[src/rtl/dbuf_piso_pkg.sv]
package dbuf_piso_pkg;
  typedef enum logic [1:0] {
    OP_HOLD  = 2'd0,
    OP_SHIFT = 2'd1,
    OP_LOAD  = 2'd2,
    OP_CLEAR = 2'd3
  } shop_e;
endpackage

[src/rtl/dbuf_ctrl.sv]
module dbuf_ctrl
  import dbuf_piso_pkg::*;
(
  input  logic  clk,
  input  logic  rst,
  input  logic  load_n,
  input  logic  clr_n,
  input  logic  shift_stb,
  output shop_e op,
  output logic  conflict_err
);
  logic conflict;
  logic conflict_q;

  assign conflict = !load_n && !clr_n;

  // clear outranks load, load outranks shift
  always_comb begin
    if (!clr_n)         op = OP_CLEAR;
    else if (!load_n)   op = OP_LOAD;
    else if (shift_stb) op = OP_SHIFT;
    else                op = OP_HOLD;
  end

  always_ff @(posedge clk) begin
    if (rst) begin
      conflict_q   <= 1'b0;
      conflict_err <= 1'b0;
    end else begin
      conflict_q   <= conflict;
      conflict_err <= conflict && !conflict_q;
    end
  end

  p_err_pulse_r8: assert property (@(posedge clk) disable iff (rst)
    conflict_err |=> !conflict_err);

  p_err_cause_r8: assert property (@(posedge clk) disable iff (rst)
    conflict_err |-> $past(!load_n && !clr_n));
endmodule

[src/rtl/dbuf_hold_reg.sv]
module dbuf_hold_reg #(
  parameter int W = 8
) (
  input  logic         clk,
  input  logic         rst,
  input  logic         cap_stb,
  input  logic [W-1:0] d,
  output logic [W-1:0] q
);
  always_ff @(posedge clk) begin
    if (rst)          q <= '0;
    else if (cap_stb) q <= d;
  end

  p_cap_r2: assert property (@(posedge clk) disable iff (rst)
    cap_stb |=> q == $past(d));

  p_keep_r2: assert property (@(posedge clk) disable iff (rst)
    !cap_stb |=> $stable(q));
endmodule

[src/rtl/dbuf_shift_core.sv]
module dbuf_shift_core
  import dbuf_piso_pkg::*;
#(
  parameter int W = 8
) (
  input  logic         clk,
  input  logic         rst,
  input  shop_e        op,
  input  logic [W-1:0] load_src,
  input  logic         ser_in,
  output logic [W-1:0] stage
);
  logic [W-1:0] nxt;

  for (genvar i = 0; i < W; i++) begin : g_stage
    logic prev;
    if (i == 0) begin : g_head
      assign prev = ser_in;
    end else begin : g_link
      assign prev = stage[i-1];
    end
    always_comb begin
      unique case (op)
        OP_CLEAR: nxt[i] = 1'b0;
        OP_LOAD:  nxt[i] = load_src[i];
        OP_SHIFT: nxt[i] = prev;
        default:  nxt[i] = stage[i];
      endcase
    end
  end

  always_ff @(posedge clk) begin
    if (rst) stage <= '0;
    else     stage <= nxt;
  end

  p_clear_zero_r4: assert property (@(posedge clk) disable iff (rst)
    op == OP_CLEAR |=> stage == '0);

  p_load_copy_r3: assert property (@(posedge clk) disable iff (rst)
    op == OP_LOAD |=> stage == $past(load_src));

  p_shift_head_r5: assert property (@(posedge clk) disable iff (rst)
    op == OP_SHIFT |=> stage[0] == $past(ser_in));

  p_shift_top_r5: assert property (@(posedge clk) disable iff (rst)
    op == OP_SHIFT |=> stage[W-1] == $past(stage[W-2]));

  p_idle_hold_r10: assert property (@(posedge clk) disable iff (rst)
    op == OP_HOLD |=> $stable(stage));
endmodule

[src/rtl/dbuf_piso.sv]
module dbuf_piso
  import dbuf_piso_pkg::*;
#(
  parameter int W = 8
) (
  input  logic         clk,
  input  logic         rst,
  input  logic         cap_stb,
  input  logic [W-1:0] par_in,
  input  logic         load_n,
  input  logic         clr_n,
  input  logic         shift_stb,
  input  logic         ser_in,
  output logic         ser_out,
  output logic         conflict_err
);
  shop_e        op;
  logic [W-1:0] held;
  logic [W-1:0] load_src;
  logic [W-1:0] stage;

  dbuf_ctrl u_ctrl (
    .clk          (clk),
    .rst          (rst),
    .load_n       (load_n),
    .clr_n        (clr_n),
    .shift_stb    (shift_stb),
    .op           (op),
    .conflict_err (conflict_err)
  );

  dbuf_hold_reg #(.W(W)) u_hold (
    .clk     (clk),
    .rst     (rst),
    .cap_stb (cap_stb),
    .d       (par_in),
    .q       (held)
  );

  // same-cycle capture and load passes the bus straight through
  assign load_src = cap_stb ? par_in : held;

  dbuf_shift_core #(.W(W)) u_core (
    .clk      (clk),
    .rst      (rst),
    .op       (op),
    .load_src (load_src),
    .ser_in   (ser_in),
    .stage    (stage)
  );

  assign ser_out = stage[W-1];

  p_clear_wins_r7: assert property (@(posedge clk) disable iff (rst)
    (!clr_n && !load_n) |=> !ser_out);
endmodule

[config.mk]
export PLATFORM = sky130hd
export DESIGN_NAME = dbuf_piso
export DESIGN_NICKNAME = d
export VERILOG_FILES = /design/src/rtl/dbuf_piso_pkg.sv /design/src/rtl/dbuf_ctrl.sv /design/src/rtl/dbuf_hold_reg.sv /design/src/rtl/dbuf_shift_core.sv /design/src/rtl/dbuf_piso.sv
export SDC_FILE = /design/constraint.sdc
export NUM_CORES = 1
export LEC_CHECK = 0
export BUFFER_PORTS_ARGS = -buffer_cell sky130_fd_sc_hd__buf_2
export CORE_ASPECT_RATIO = 1.1
export CORE_MARGIN = 2
export CORE_UTILIZATION = 45
export DETAILED_ROUTE_END_ITERATION = 6
export GPL_ROUTABILITY_DRIVEN = 0
export PLACE_DENSITY = 0.67
export SLEW_MARGIN = 10
export SYNTH_ARGS = -nofsm -noshare
export SYNTH_HDL_FRONTEND = slang
export SYNTH_SLANG_ARGS = --single-unit
[constraint.sdc]
create_clock -name clk -period 1.45 [get_ports clk]
set_clock_uncertainty 0.2 [all_clocks]
set_input_delay 0.29 -clock clk [delete_from_list [all_inputs] [get_ports clk]]
set_output_delay 0.29 -clock clk [all_outputs]
set_load 0.05 [all_outputs]
Yosys cells after proc, flatten, opt, wreduce, memory -nomap -nowiden
Cells that the tools add are included. Widths: inputs -> output; s select.

Magnitude comparators: 0. Bitwise operators: 0. Multiply operators: 0. Equal/unequal tests: 3. Reductions and logical operators: 6. $add $sub $neg: 0. Shift-type cells: 0. Divide/modulo/power cells: 0. Mux-type cells: 12.

Operators by type and width (count): $pmux 1 s3 (8); $mux 8 (1); $eq 2x2->1 const B (2); $mux 2 (2); $logic_not 1->1 (3); $reduce_bool 3->1 (1); $eq 2x1->1 const B (1); $logic_and 1x1->1 (2); $mux 1 (1).

Flip-flop bits (word level): 18. Output and inout port bits: 2. Memory bits (read-only): 0. Memories kept: 0. Memory bits (writable): 0. Latch bits: 0.

Longest topological paths before layout
Gate-level depths: netlist (run 1).

Word-level depth: 5. Gate-level depth with buffers: 7.

By module
From an unflattened synthesis (run 1), not the netlist that was laid out.

Cell total of the unflattened synthesis: 84. Area, all modules: 935.9 um2.

Modules (own cells, without submodules): dbuf_shift_core (area each 447.9 um2, cells an instance 43, times used 1); dbuf_hold_reg (area each 285.3 um2, cells an instance 26, times used 1); dbuf_piso (area each 131.4 um2, cells an instance 9, times used 1); dbuf_ctrl (area each 71.3 um2, cells an instance 6, times used 1).

Worst setup path before layout (run 1)
No wires, ideal clock.

Path kind: input-to-reg. From: input port shift_stb. To: register u_core.stage[0]. Arrival time: 1.206 ns. Stages on the path: 7. Setup time: 0.074 ns. Setup slack: -0.031 ns. Cells stage by stage: nand2_1 > nand2_1 > inv_1 > ha_1 > nor3b_4 > nand2b_1 > a31oi_1.

Word-level cells in the longest chain between the ends: 5. Elaborated cells on any way between the ends: 8. Classes of those cells: eq/ne (3); mux (4); reduce/logical (1).

Ends and longest elaborated chain: from (decl) (RTL line dbuf_piso.sv:12) `input logic shift_stb,`; $mux 1 (*) (RTL line dbuf_ctrl.sv:21) `else if (shift_stb) op = OP_SHIFT;`; $mux 2 (*) (RTL line dbuf_ctrl.sv:20) `else if (!load_n) op = OP_LOAD;`; $mux 2 (*) (RTL line dbuf_ctrl.sv:19) `if (!clr_n) op = OP_CLEAR;`; $eq 2x1->1 / $eq 2x2->1 (equally long branches) (RTL line dbuf_shift_core.sv:23) `unique case (op)`; $pmux 1 s3 / $reduce_bool 3->1 (equally long branches); to (signal assigned) (RTL line dbuf_shift_core.sv:34) `else stage <= nxt;`; to (decl) (RTL line dbuf_shift_core.sv:11) `output logic [W-1:0] stage`.

Every way passes the cells marked *; elsewhere a longest branch is shown, timed or not. A chain may end at the register's enable or synchronous reset.

Worst setup path after layout (run 1)
From: register u_core.stage[7]. To: output port ser_out.

RTL lines: to (decl) (RTL line dbuf_piso.sv:14) `output logic ser_out,`.

No word-level cell between the ends.

==> results.ini, run 1 <==
[status]
status=complete, no violations

[yosys]
synthArstFlopShare_pct=0
synth-seq-cells=18
avgSynthCellArea_um2=9.71
synth_area_leaders=dfxtp_1, mux2_4, nand2_1, nand3b_1, a31oi_1
yosysMostFrequentCell=dfxtp_1
netlist_instances=83
synth_edf_count=0
dominantRegCellSynth=dfxtp_1
synth_top_cell_area_share_pct=44.7
synth.distinct_cells=16
netlist_top_cells_count=dfxtp_1, nand2_1, a31oi_1, nand3b_1, nor2b_1
ys.warnings.count=0
ys_seq_area_share_pct=44.7
synth_top_area_cell=dfxtp_1
syn_area_um2=806
synth_nets=101

[route]
vias=623
drtIter0Drc=11
drt_pass1_iterations=4
via_per_inst=5.15
wl_per_cell_um=12.0
wirelength_mm=1.45
drtAntennaViolNets=0
drc=0

[layout]
num-nets-final=122
drive_gt1_share_pct=37.9
fin_util_pct=59.1
diodes=0
fin_area_um2=1030
final_cells=121
areaGrowthSynthToFinish_pct=27.6

[cts]
cts-root-buf=clkbuf_4
cts_buffer_depth=2
clk_pin_slew_ps=100
numCtsBuffers=3
cts_sinks=18
clk_latency_ps=280
htree_levels=1
cts_tree=yes

[setup_path]
arrival_ps=880
end_kind=output port
cp.depth=1
r2r_slack_ps=400
critPathMaxFanout=2
cp-start-kind=flip-flop
crit_family=flip-flops
crit_chain=buf_2
cp_slowest_cell=dfxtp_1
crit_buf_inv=1
slowest_delay_ps=340
crit_end=ser_out
r2r_end=u_core.stage[6]
worstPathRequired_ps=960
reg2regPathDepth=3
r2r_start=u_hold.q[6]
crit_start=u_core.stage[7]
crit_type=flip-flop to output port

[global_routing]
grt_pass1_vias=634
grt_pass1_wl_mm=2.47
gr-usage-all-layers_pct=15.2
antenna_found_initial=0
grt.overflow.total=0
grt_start_max_net_pins=19

[floorplan]
dieWidth_um=44.3
floorplan.initialDensity_pct=46.3
rows=16
io_pins=17
fp.coreArea_um2=1740
fp.dieArea_um2=2150
die_h_um=48.4

[place]
dp.cells=117
io_buffer_count=16
dpl-instance-area_um2=936
post-place-ws_ps=-226
dpl.hpwl_mm=1.07

[timing]
worst_pin_slew_ps=317
setup_viol=0
setup_ws_ps=81.4
fin_crit_ps=1370
fin_crit_sh_pct=94.4
relSlewSlack_pct=78.8
fin_tns_setup_ps=0
hold_viol=0
fmax_ghz=0.731
rsz0062_at_grt=false
report.final.slew_viol_count=0

[min_path]
hold_class=input pin to flip-flop
min_from=par_in[2]

[power]
p_per_area_nw_per_um2=940
vdd_drop_max_mv=0.536
p_leak_nw=0.422

[run]
maxCapViolCount=0

==> report_power, final <==
| group | internal (mW) | switching, mW |
|---|---|---|
| Combinational | 0.0767 | 0.0725 |
| Sequential | 0.514 | 0.00589 |
| Clock | 0.153 | 0.145 |
| Total | 0.743 | 0.223 |
==> metrics by stage <==
| step | hold WS [ps] | power [mW] |
|---|---|---|
| after floorplan | 167 | 0.623 |
| after global placement | 186 | 0.661 |
| after detailed placement | 190 | 0.664 |
| after CTS | 62.4 | 0.960 |
| after global routing | 57.9 | 1.03 |
| final | 61.7 | 0.966 |
==> per-layer routing <==
metal / routed length (µm) / global-route usage [%] / vias up
li1: - / - / 321
met1: 601 / 18.7 / 289
met2: 800 / 25.7 / 11
met3: 38 / 3.36 / 2
met4: 5 / 4.55 / 0
met5: 0 / 0 / -
==> worst reg2reg max path, stage by stage (launching register included) <==
cell and delay (ps):
dfxtp_1 310, mux2_4 270, nand2_1 80, a31oi_1 70
==> cells by family after synthesis <==
kind of cell / after synthesis / synth area share, %
compound gates: 8 / 6.21
simple gates: 39 / 27.0
buf+inv: 7 / 4.35
flops: 18 / 44.7
fa+ha+maj: 3 / 4.66
mux: 8 / 13.0
==> worst min-delay path by stage <==
stage	cells after the start	slack (ps)	end
after CTS	3	60	u_hold.q[2]
after global placement	1	190	u_ctrl.conflict_err
final	3	60	u_hold.q[2]
after floorplan	1	170	u_ctrl.conflict_q
after detailed placement	1	190	u_ctrl.conflict_err
after global routing	3	60	u_hold.q[2]
==> state kept, by name, summed over array words and instances, names as in the netlist <==
| signal | cells |
|---|---|
| u_ctrl.conflict_err | 1 |
| u_hold.q | 8 |
| u_ctrl.conflict_q | 1 |
| u_core.stage | 8 |
==> cell type report <==
class | count | area, µm²
Tap cell | 18 | 22.5
Fill cell | 158 | 713
Clock buffer | 4 | 36.3
Inverter | 2 | 12.5
Timing Repair Buffer | 21 | 126
Sequential cell | 18 | 360
Multi-Input combinational cell | 58 | 470
==> layout by cell type (no fill, tap or decap), drive strengths merged <==
cell,count
buf,21
dfxtp,18
nand2,16
nand3b,8
a31oi,8
nor2b,6
mux2,5
clkbuf,4
mux2i,3
nor2,3
nand2b,3
ha,3
inv,2
nor3b,1
nor3,1
nor4,1
==> repair_timing <==
action	in CTS	in global routing
resized for setup	0	16
hold buffers	0	0
endpoints found under the setup margin	0	6
endpoints found under the hold margin	0	0
setup buffers	0	0
Note: power is estimated with default switching activity, not from simulation.
==> run 2: changes to the inputs <==
--- a/config.mk
+++ b/config.mk
@@ -11,7 +11,7 @@
 export CORE_UTILIZATION = 45
 export DETAILED_ROUTE_END_ITERATION = 6
 export GPL_ROUTABILITY_DRIVEN = 0
-export PLACE_DENSITY = 0.67
+export PLACE_DENSITY = 0.65
 export SLEW_MARGIN = 10
 export SYNTH_ARGS = -nofsm -noshare
 export SYNTH_HDL_FRONTEND = slang
==> constraint.sdc (replaced) <==
create_clock -name clk -period 1.66 [get_ports clk]
set_clock_uncertainty 0.2 [all_clocks]
set_input_delay 0.332 -clock clk [delete_from_list [all_inputs] [get_ports clk]]
set_output_delay 0.332 -clock clk [all_outputs]
set_load 0.05 [all_outputs]
==> run 2 against run 1 <==
Effect of this change: sequential cell count did not move; sequential share of layout area rose by 3.0 points; critical path depth rose by 6; utilization fell by 4.7 points; critical path type is now input pin to flip-flop.
==> results.ini, run 2 (synthesis gave the netlist of run 1 again) <==
[cts]
htree_levels=1  ; unchanged
clk_latency_ps=280  ; about the same
numCtsBuffers=3  ; unchanged
cts-root-buf=clkbuf_4
cts_sinks=18  ; unchanged
post_cts_resized=0  ; unchanged
cts_buffer_depth=2  ; unchanged
post_cts_buffers=0  ; unchanged
clk_pin_slew_ps=100  ; about the same
holdBufCountCts=0  ; unchanged
cts_tree=yes

[route]
wl_per_cell_um=11.4  ; -4.3%
drtIter0Drc=3  ; -8
drc=0  ; unchanged
wirelength_mm=1.37  ; -5.0%
drtAntennaViolNets=0  ; unchanged
vias=622  ; -0.16%
via_per_inst=5.18  ; +0.67%
drt_pass1_iterations=3  ; -1

[setup_path]
slowest_delay_ps=350  ; about the same
crit_buf_inv=1  ; unchanged
crit_family=simple AND/OR/NAND/NOR gates
crit_type=input pin to flip-flop
cp_slowest_cell=nor3b_4
crit_top_cell=nand2_1
end_kind=flip-flop
crit_chain=buf_2, nand2_1, nand2_1, ha_1, nor3b_4, nand2_1, a31oi_1
arrival_ps=1500  ; +620 ps
cp-start-kind=input pin
worstPathRequired_ps=1680  ; +720 ps
critPathMaxFanout=8  ; +6

[layout]
drive_gt1_share_pct=29.4  ; -8.5 points
top_regs=u_core.stage (8), u_hold.q (8)
final_cell_mix=dfxtp_1, nand2_1, buf_2, nand3b_1, a31oi_1
fillCellCount=172  ; +8.9%
diodes=0  ; unchanged
final_cells=120  ; -0.83%
num-nets-final=121  ; -0.82%
areaGrowthSynthToFinish_pct=17.5
fin_util_pct=54.4  ; -4.7 points
final_common_cell=dfxtp_1

[place]
dpl.hpwl_um=999  ; -6.5%
dp.cells=116  ; -0.85%
io_buffer_count=16  ; unchanged
post-place-ws_ps=-117  ; +108 ps

[global_routing]
grt_start_max_net_pins=19  ; unchanged
grt.overflow.total=0  ; unchanged
antenna_found_initial=0  ; unchanged
gr-usage-all-layers_pct=15.0  ; -0.15 points
grt_pass1_wl_mm=2.46  ; -0.28%
grt_pass1_vias=590  ; -6.9%

[timing]
fin_crit_ps=1480
relSlewSlack_pct=76.7  ; -2.1 points
fin_crit_sh_pct=89.4
rsz0062_at_grt=false
setup_ws_ps=176  ; +94.8 ps
fmax_ghz=0.674
hold_viol=0  ; unchanged
holdWs_ps=44.7  ; -17.0 ps
report.final.slew_viol_count=0  ; unchanged
setup_viol=0  ; unchanged
worst_pin_slew_ps=349  ; +31.8 ps

[run]
maxCapViolCount=0  ; unchanged

[floorplan]
die_h_um=48.4  ; unchanged
dieWidth_um=44.3  ; unchanged
fp.coreArea_um2=1740  ; unchanged
fp.dieArea_um2=2150  ; unchanged
floorplan.initialDensity_pct=46.3  ; unchanged
io_pins=17  ; unchanged
rows=16  ; unchanged

[min_path]
hold_class=input pin to flip-flop

[status]
status=complete, no violations

[power]
vdd_drop_max_mv=0.466  ; -13%
p_per_area_nw_per_um2=868  ; -7.6%
p_leak_nw=0.406  ; -3.9%

## run 2: cell types whose count changed in the layout (fill, tap and decap cells not counted)
| cell | delta |
|---|---|
| buf_6 | -1 |
| ha_1 | +3 |
| buf_2 | +2 |
| buf_4 | -2 |
| nand2_1 | +3 |
| inv_1 | +2 |
| nand2_4 | -3 |
| inv_4 | -2 |
| ha_4 | -3 |
## run 2: worst register-to-register path: stages, from the launching register on
cell	delay, ps
dfxtp_1	310
mux2_4	270
nand2_1	70
a31oi_1	70
## run 2: path summary, 6_finish.rpt
kind,startpoint,to,depth (start not counted),slack [ps]
worst max register to register,u_hold.q[5],u_core.stage[5],3,630
worst min-delay path,load_n,u_ctrl.conflict_q,2,40
worst min register to register,u_ctrl.conflict_q,u_ctrl.conflict_err,1,210
worst max-delay path,load_n,u_core.stage[5],7,180
## run 2: cell type report
cell class              count  area [µm²]  area share [%]
well taps                  18        22.5            2.38
multi-input cells          58         410            43.3
clock buffers               4        36.3            3.83
flip-flops and latches     18         360            38.0
repair buffers             20         110            11.6
inverters                   2        7.51           0.793
## run 2: stage by stage
step / TNS, ps / power [mW] / area [µm²]
2_1_floorplan: 0 / 0.540 / 806
3_3_place_gp: -526 / 0.572 / 911
3_5_place_dp: -831 / 0.574 / 911
4_1_cts: 0 / 0.838 / 947
5_1_grt: 0 / 0.876 / 947
6_report: 0 / 0.822 / 947
## run 2: routing by layer
layer  track usage (%)  vias to the layer above  part of all wire [%]
met5                 0                        -                     0
met4              4.55                        0                  0.58
met3              3.73                        2                   4.2
met2              24.8                       11                    49
met1              18.9                      289                    46
li1                  -                      320                     -
## run 2: report_power, final
part           leakage, nW  internal [mW]  total [mW]  switching [mW]
Clock               0.0210          0.133       0.260           0.127
Sequential           0.147          0.449       0.454         0.00511
Combinational        0.237         0.0557       0.108          0.0523
